[src/rtl/fsr_except_unit.sv]
module fsr_except_unit #(
  parameter logic [31:0] LOAD_MASK = 32'hCF80_03FF
) (
  input  logic        clk,
  input  logic        rst_n,
  input  logic        op_valid,
  input  logic [4:0]  op_flags,
  input  logic        ld_valid,
  input  logic [31:0] ld_data,
  output logic [31:0] fsr_o,
  output logic        trap_req,
  output logic [3:0]  rnd_mode
);
  localparam logic [2:0] TT_IEEE = 3'b001;

  logic [31:0] fsr_r, fsr_nx;
  logic        trap_r;

  wire [4:0] enables = fsr_r[27:23];
  wire       op_go   = op_valid && !ld_valid && (op_flags != 5'd0);
  wire       hit     = |(op_flags & enables);

  always_comb begin
    fsr_nx = fsr_r;
    if (ld_valid)
      fsr_nx = (ld_data & LOAD_MASK) | (fsr_r & ~LOAD_MASK);
    else if (op_go) begin
      fsr_nx[4:0] = op_flags;
      if (hit) fsr_nx[16:14] = TT_IEEE;
      else     fsr_nx[9:5]   = fsr_r[9:5] | op_flags;
    end
  end

  always_ff @(posedge clk) begin
    if (!rst_n) begin
      fsr_r  <= '0;
      trap_r <= 1'b0;
    end else begin
      fsr_r  <= fsr_nx;
      trap_r <= op_go && hit;
    end
  end

  always_comb begin
    case (fsr_r[31:30])
      2'd0:    rnd_mode = 4'b0001;
      2'd2:    rnd_mode = 4'b0100;
      2'd3:    rnd_mode = 4'b1000;
      default: rnd_mode = 4'b0010;
    endcase
  end

  assign fsr_o    = fsr_r;
  assign trap_req = trap_r;

  a_r2_cexc_replaced: assert property (@(posedge clk) disable iff (!rst_n)
    (op_valid && !ld_valid && op_flags != 5'd0) |=> fsr_o[4:0] == $past(op_flags));

  a_r3_trap_type: assert property (@(posedge clk) disable iff (!rst_n)
    trap_req |-> fsr_o[16:14] == TT_IEEE);

  a_r3_trap_cause: assert property (@(posedge clk) disable iff (!rst_n)
    trap_req |-> $past(op_valid && !ld_valid));

  a_r5_accrued_held: assert property (@(posedge clk) disable iff (!rst_n)
    trap_req |-> fsr_o[9:5] == $past(fsr_o[9:5]));

  a_r6_no_flags: assert property (@(posedge clk) disable iff (!rst_n)
    (!ld_valid && (!op_valid || op_flags == 5'd0)) |=> ($stable(fsr_o) && !trap_req));

  a_r8_protected: assert property (@(posedge clk) disable iff (!rst_n)
    ld_valid |=> (fsr_o & ~LOAD_MASK) == ($past(fsr_o) & ~LOAD_MASK));

  a_r9_load_wins: assert property (@(posedge clk) disable iff (!rst_n)
    ld_valid |=> !trap_req);
endmodule

[config.mk]
export PLATFORM = sky130hd
export DESIGN_NAME = fsr_except_unit
export DESIGN_NICKNAME = d
export VERILOG_FILES = /design/src/rtl/fsr_except_unit.sv
export SDC_FILE = /design/constraint.sdc
export NUM_CORES = 1
export LEC_CHECK = 0
export BUFFER_PORTS_ARGS = -buffer_cell sky130_fd_sc_hd__buf_2
export CAP_MARGIN = 20
export CORE_MARGIN = 8
export CORE_UTILIZATION = 38
export DETAILED_ROUTE_END_ITERATION = 8
export PLACE_DENSITY = 0.79
export SLEW_MARGIN = 15
export SYNTH_ARGS = -nofsm -noshare
export SYNTH_HDL_FRONTEND = slang
export SYNTH_SLANG_ARGS = --single-unit
[constraint.sdc]
create_clock -name clk -period 1.2 [get_ports clk]
set_input_delay 0.18 -clock clk [delete_from_list [all_inputs] [get_ports clk]]
set_output_delay 0.18 -clock clk [all_outputs]
set_load 0.01 [all_outputs]
==> insert_results.sql, run 1 <==
INSERT INTO impl_metrics (metric_group, metric, value, unit) VALUES
('layout', 'layout-drive-gt1-share', '0.4563', ''),
('synthesis', 'post-synth-top-area-fraction', '0.3990', ''),
('sta', 'finalHoldViolations', '0', ''),
('power', 'p_leak', '0.6511', 'nW'),
('power', 'switching_power', '0.3951', 'mW'),
('sta', 'rsz0062_at_grt', 'yes', ''),
('layout', 'syn_to_final_growth', '34.51', '%'),
('synthesis', 'postSynth.topFlopCell', 'dfxtp_1', ''),
('grt', 'grt_start_max_net_pins', '20', ''),
('critical_path', 'timing.critical_path.slowest_cell_delay', '360', 'ps'),
('detailed_routing', 'drt-pass1-iter-count', '4', ''),
('sta', 'drv_slew', '0', ''),
('die', 'initial_core_util', '0.3920', ''),
('synthesis', 'synth_cells', '102', ''),
('clocking', 'clk_path_buf_depth', '2', ''),
('power', 'seq_power_share', '0.516', ''),
('critical_path', 'timing.critical_path.slowest_stage_cell', 'a222oi_1', ''),
('detailed_routing', 'detailed_route_wire_length', '2740', 'um'),
('synthesis', 'synth_area', '953.4', 'um^2'),
('layout', 'fin_util', '0.5273', ''),
('grt', 'grt_overflow', '0', ''),
('power', 'sw_frac_of_total', '0.2902', ''),
('synthesis', 'synth_seq_area_share', '0.3990', ''),
('layout', 'antennaDiodeCount', '0', ''),
('critical_path', 'crit_path_max_fanout', '6', ''),
('die', 'placeableCoreArea', '0.002432', 'mm^2'),
('outcome', 'run_status', 'finished clean', ''),
('grt', 'via_count_of_the_first_global_routing_pass', '972', ''),
('layout', 'fin_nets', '202', ''),
('sta', 'fin_crit', '1176', 'ps'),
('place', 'post_detailed_placement_cell_area', '0.001239', 'mm^2'),
('flow_run', 'drv_cap', '0', ''),
('clocking', 'cts.clk_slew.worst_paths', '110', 'ps'),
('synthesis', 'synth_edf_count', '0', ''),
('hold_path', 'min_path_type', 'primary input to flip-flop', ''),
('power', 'worst_ir_drop_on_vdd', '0.6721', 'mV'),
('synthesis', 'synth_cell_type_count', '29', ''),
('synthesis', 'synth.avg_cell_area', '9.347', 'um^2'),
('synthesis', 'synth-seq-cells', '19', ''),
('detailed_routing', 'routed_wire_length_per_instance', '14.42', 'um'),
('critical_path', 'path_delay_family', 'compound AO/OA/AOI/OAI gates', ''),
('detailed_routing', 'ant_nets', '0', ''),
('detailed_routing', 'detail_route.drc_violations', '0', ''),
('critical_path', 'setup.worst_path.start_class', 'flip-flop', ''),
('detailed_routing', 'starting_drc_count_in_detailed_routing', '10', ''),
('power', 'cellInternalPower', '0.9665', 'mW'),
('grt', 'antenna_found_initial', '0', ''),
('grt', 'first_pass_grt_wire_length', '4298', 'um'),
('sta', 'achievable-frequency', '0.8506', 'GHz'),
('clocking', 'cts_inserted_buffers', '3', ''),
('die', 'count_of_boundary_i_o_pins', '78', ''),
('place', 'pre_cts_slack', '-86.44', 'ps'),
('clocking', 'clock_tree_from_tritoncts', 'done', ''),
('die', 'die_h', '66.09', 'um'),
('place', 'gp_congestion', '0.7009', ''),
('sta', 'period_share', '0.9796', ''),
('synthesis', 'synth_top_cells_by_area', 'dfxtp_1, buf_4, mux2i_1, nor2b_1, mux2_2', ''),
('synthesis', 'synth.top_cells.by_count', 'dfxtp_1, buf_4, nor2b_1', ''),
('critical_path', 'worst-setup-path-type', 'flip-flop to flip-flop', ''),
('synthesis', 'synth-async-reset-ratio', '0', ''),
('critical_path', 'critPathBufInv', '0', ''),
('critical_path', 'required', '1450', 'ps'),
('power', 'powerDensity', '1062', 'mW/mm^2'),
('clocking', 'tritoncts_num_sinks', '19', ''),
('clocking', 'clk_latency', '300', 'ps'),
('synthesis', 'synth.largest_area_cell', 'dfxtp_1', ''),
('grt', 'global_route_usage_over_all_layers', '0.1243', ''),
('die', 'placementRows', '18', ''),
('sta', 'timing.final.ws_setup', '24.43', 'ps'),
('power', 'comb_power_share', '0.243', ''),
('place', 'buffer_ports.inserted', '48', '');
[power groups by stage]
stage | Clock [mW] | Combinational [mW] | Sequential [mW]
after global routing | 0.365 | 0.367 | 0.709
after CTS | 0.351 | 0.326 | 0.702
final | 0.328 | 0.331 | 0.703
after detailed placement | 0 | 0.321 | 0.715
after floorplan | 0 | 0.180 | 0.736
after global placement | 0 | 0.312 | 0.712
[repair_timing]
action                                  CTS  global route
endpoints found under the setup margin    6             8
hold buffers                              0             0
resized for setup                         3             5
cloned                                    0             0
setup buffers                             0             1
pin swaps                                 0             1
[sequential cells by signal (all words and copies together), names as in the netlist]
name and flops:
trap_req 1, fsr_o 18
[routing by layer]
| metal | vias up | routed length, um | track usage |
|---|---|---|---|
| li1 | 458 | - | - |
| met1 | 424 | 1035 | 0.1261 |
| met2 | 55 | 1199 | 0.2014 |
| met3 | 5 | 461 | 0.07288 |
| met4 | 0 | 43 | 0.05600 |
| met5 | - | 0 | 0 |
[through the flow]
stage | TNS (ps) | cells | total power, mW | hold slack (ps)
2_1_floorplan | 0 | 115 | 0.9160 | 331.6
6_report | 0 | 190 | 1.362 | 120.2
5_1_grt | -238.7 | 190 | 1.440 | 116.6
4_1_cts | 0 | 189 | 1.379 | 109.4
3_5_place_dp | -517.3 | 185 | 1.036 | 442.3
3_3_place_gp | -394.0 | 185 | 1.024 | 421.6
[cell families (layout without fill, tap and decap cells)]
logic type / after synthesis / count (layout) / synth area share
other: 1 / 14 / 0.003933
and+or+nand+nor: 23 / 23 / 0.1325
AOI/OAI and AO/OA: 25 / 25 / 0.1942
muxes: 11 / 11 / 0.1207
DFF: 19 / 19 / 0.3989
buffers and inverters: 23 / 68 / 0.1496
[cell type report]
class | count | area (um^2)
flip-flops and latches | 19 | 384.1
well taps | 30 | 37.54
fillers | 244 | 1150
multi-input cells | 73 | 485.5
inverters | 3 | 11.26
clock buffers | 4 | 26.28
repair buffers | 61 | 337.8
[tightest hold or removal path, stage by stage]
cell and delay, ps:
buf_2 70, o21ai_0 60, nor2_1 80
[cells in the final DEF, fill, tap and decap left out, drive strengths merged]
cell type,instances
a32o,4
clkbuf,4
nor4,1
o21ai,7
and2,2
a222oi,1
inv,3
a22oi,1
nor2,4
buf,61
o41ai,1
a221oi,1
nor2b,9
mux2i,7
a2111oi,3
nand3,1
and3,1
dfxtp,19
nor3,3
a21oi,2
nand2,1
mux2,4
a311oi,1
conb,14
a211oi,3
or3,1
o211ai,1
[path summary, 6_finish.rpt]
check | startpoint | endpoint | slack, ps | cells past startpoint
worst max-delay path | fsr_o[26] | fsr_o[8] | 20 | 3
worst min register to register | fsr_o[14] | fsr_o[14] | 480 | 2
worst max register to register | fsr_o[26] | fsr_o[8] | 20 | 3
worst min-delay path | ld_data[0] | fsr_o[0] | 120 | 3
Power figures use the tool's default switching activity.
==> inputs of run 2 (changes only) <==
--- a/config.mk
+++ b/config.mk
@@ -8,9 +8,9 @@
 export BUFFER_PORTS_ARGS = -buffer_cell sky130_fd_sc_hd__buf_2
 export CAP_MARGIN = 20
 export CORE_MARGIN = 8
-export CORE_UTILIZATION = 38
+export CORE_UTILIZATION = 35
 export DETAILED_ROUTE_END_ITERATION = 8
-export PLACE_DENSITY = 0.79
+export PLACE_DENSITY = 0.73
 export SLEW_MARGIN = 15
 export SYNTH_ARGS = -nofsm -noshare
 export SYNTH_HDL_FRONTEND = slang
==> run 2 against run 1 <==
Net effect:
- critical path type unchanged
- final cell count up 1.1%
- global-route usage down 1.0 points
- sequential share of layout area down 0.15 points
- critical endpoint unchanged
- design area up 0.49%
- combinational power about the same
==> insert_results.sql, run 2 (synthesized netlist as in run 1, its figures left out) <==
INSERT INTO impl_metrics (metric_group, metric, value, unit) VALUES
('layout', 'antennaDiodeCount', '0', ''),
('die', 'die-width', '68.19', 'um'),
('place', 'buffer_ports.inserted', '48', ''),
('die', 'placeableCoreArea', '0.002663', 'mm^2'),
('place', 'detailed_placement_wirelength_estimate', '2272', 'um'),
('grt', 'first_pass_grt_wire_length', '4229', 'um'),
('detailed_routing', 'ratio_of_routed_vias_to_standard_cells', '4.802', ''),
('critical_path', 'timing.critical_path.slowest_stage_cell', 'a222oi_1', ''),
('detailed_routing', 'drt-pass1-iter-count', '4', ''),
('layout', 'final_cell_mix', 'buf_2, dfxtp_1, conb_1, buf_4, nor2b_1', ''),
('detailed_routing', 'overall_via_count_from_detail_route', '922', ''),
('clocking', 'cts_root_buffer', 'clkbuf_4', ''),
('critical_path', 'crit_path_max_fanout', '6', ''),
('die', 'die_h', '68.19', 'um'),
('grt', 'grt_start_max_net_pins', '20', ''),
('hold_path', 'min_path_type', 'primary input to flip-flop', ''),
('critical_path', 'timing.critical_path.arrival', '1390', 'ps'),
('detailed_routing', 'detailed_route_wire_length', '2746', 'um'),
('power', 'worst_ir_drop_on_vdd', '0.5976', 'mV'),
('power', 'powerDensity', '1050', 'mW/mm^2'),
('clocking', 'ctsResizeCount', '2', ''),
('clocking', 'clk_latency', '290', 'ps'),
('critical_path', 'end_kind', 'flip-flop', ''),
('grt', 'global_route_usage_over_all_layers', '0.1139', ''),
('detailed_routing', 'detail_route.drc_violations', '0', ''),
('place', 'dpl.cell_count', '188', ''),
('die', 'count_of_boundary_i_o_pins', '78', ''),
('detailed_routing', 'starting_drc_count_in_detailed_routing', '36', ''),
('sta', 'period_share', '0.9581', ''),
('sta', 'setup_violations', '0', ''),
('outcome', 'run_status', 'finished clean', ''),
('sta', 'finalHoldViolations', '0', ''),
('flow_run', 'drv_cap', '0', ''),
('layout', 'fin_nets', '203', ''),
('sta', 'fin_worst_skew', '5.944', 'ps'),
('critical_path', 'worst-setup-path-type', 'flip-flop to flip-flop', ''),
('critical_path', 'crit_path_cell_trace', 'a222oi_1 > and2_4 > a32o_1', ''),
('critical_path', 'required', '1440', 'ps'),
('die', 'die-area', '0.004650', 'mm^2'),
('place', 'post_detailed_placement_cell_area', '0.001255', 'mm^2'),
('clocking', 'cts.clk_slew.worst_paths', '110', 'ps'),
('sta', 'achievable-frequency', '0.8697', 'GHz'),
('layout', 'syn_to_final_growth', '35.17', '%'),
('sta', 'rsz0062_at_grt', 'yes', ''),
('clocking', 'cts_htree_levels', '1', ''),
('clocking', 'tritoncts_num_sinks', '19', ''),
('layout', 'final_area', '0.001289', 'mm^2'),
('detailed_routing', 'routed_wire_length_per_instance', '14.30', 'um'),
('grt', 'grt_overflow', '0', ''),
('power', 'p_leak', '0.6572', 'nW'),
('sta', 'drv_slew', '0', ''),
('critical_path', 'timing.critical_path.slowest_cell_delay', '350', 'ps'),
('clocking', 'clk_path_buf_depth', '2', ''),
('clocking', 'cts_inserted_buffers', '3', ''),
('clocking', 'cts_hold_buffers', '0', ''),
('detailed_routing', 'ant_nets', '0', ''),
('grt', 'via_count_of_the_first_global_routing_pass', '957', ''),
('critical_path', 'setup.worst_path.start_class', 'flip-flop', ''),
('clocking', 'clock_tree_from_tritoncts', 'done', ''),
('clocking', 'cts.repair_timing.setup_buffer_count', '0', ''),
('layout', 'flip_flop_count_of_the_largest_register_after_layout', '18', ''),
('place', 'gp_congestion', '0.7851', ''),
('grt', 'antenna_found_initial', '0', ''),
('sta', 'fin_crit', '1150', 'ps'),
('die', 'initial_core_util', '0.3581', ''),
('layout', 'layout-drive-gt1-share', '0.4596', ''),
('layout', 'layout_commonest_cell', 'buf_2', ''),
('layout', 'fin_cells', '192', ''),
('die', 'placementRows', '19', '');
## run 2: cell types whose count changed in the layout (fill, tap and decap cells not counted)
cell	delta
o21ai_2	-1
buf_4	+1
o21ai_0	+1
clkbuf_1	-1
clkinv_2	+1
## run 2: final timing paths
path,start,to,slack [ps],cells after the start
setup reg to reg,fsr_o[26],fsr_o[8],50,3
setup / recovery,fsr_o[26],fsr_o[8],50,3
hold reg to reg,fsr_o[14],fsr_o[14],480,2
hold / removal,ld_data[0],fsr_o[0],140,3
## run 2: worst max-delay path, delay by kind of cell, from the launching register on
kind | cells | cell delay, ps
AO/OA/AOI/OAI | 2 | 510
flip-flops | 1 | 340
AND/OR/NAND/NOR | 1 | 250
## run 2: final cells by class
type,instances,area [um^2]
fill,283,1374
sequential,19,384.1
tap,31,38.79
clock inverter,1,5.005
clock buffer,3,22.52
timing repair buffer,62,345.3
multi-input combinational,73,481.7
inverter,3,11.26
## run 2: layer usage
metal  up-vias  global-route usage  share of wire
met2        24              0.2298           0.58
met3         2             0.01473          0.059
met5         -                   0              0
li1        462                   -              -
met1       434              0.1180           0.36
met4         0             0.03069         0.0095
## run 2: through the flow
stage          worst slack (ps)  utilization  power (mW)  TNS [ps]  hold WS [ps]
6_report                  50.22       0.4840       1.353         0         136.4
5_1_grt                  -60.23       0.4840       1.435    -246.1         136.1
4_1_cts                   20.10       0.4821       1.367         0         137.1
3_5_place_dp             -65.16       0.4713       1.042    -420.4         446.8
3_3_place_gp             -64.13       0.4713       1.032    -334.2         429.8
2_1_floorplan             40.90            -      0.9160         0         331.6
## run 2: power breakdown
group          switching, mW  internal (mW)
clock network          0.199          0.124
logic                  0.169          0.160
registers             0.0254          0.676
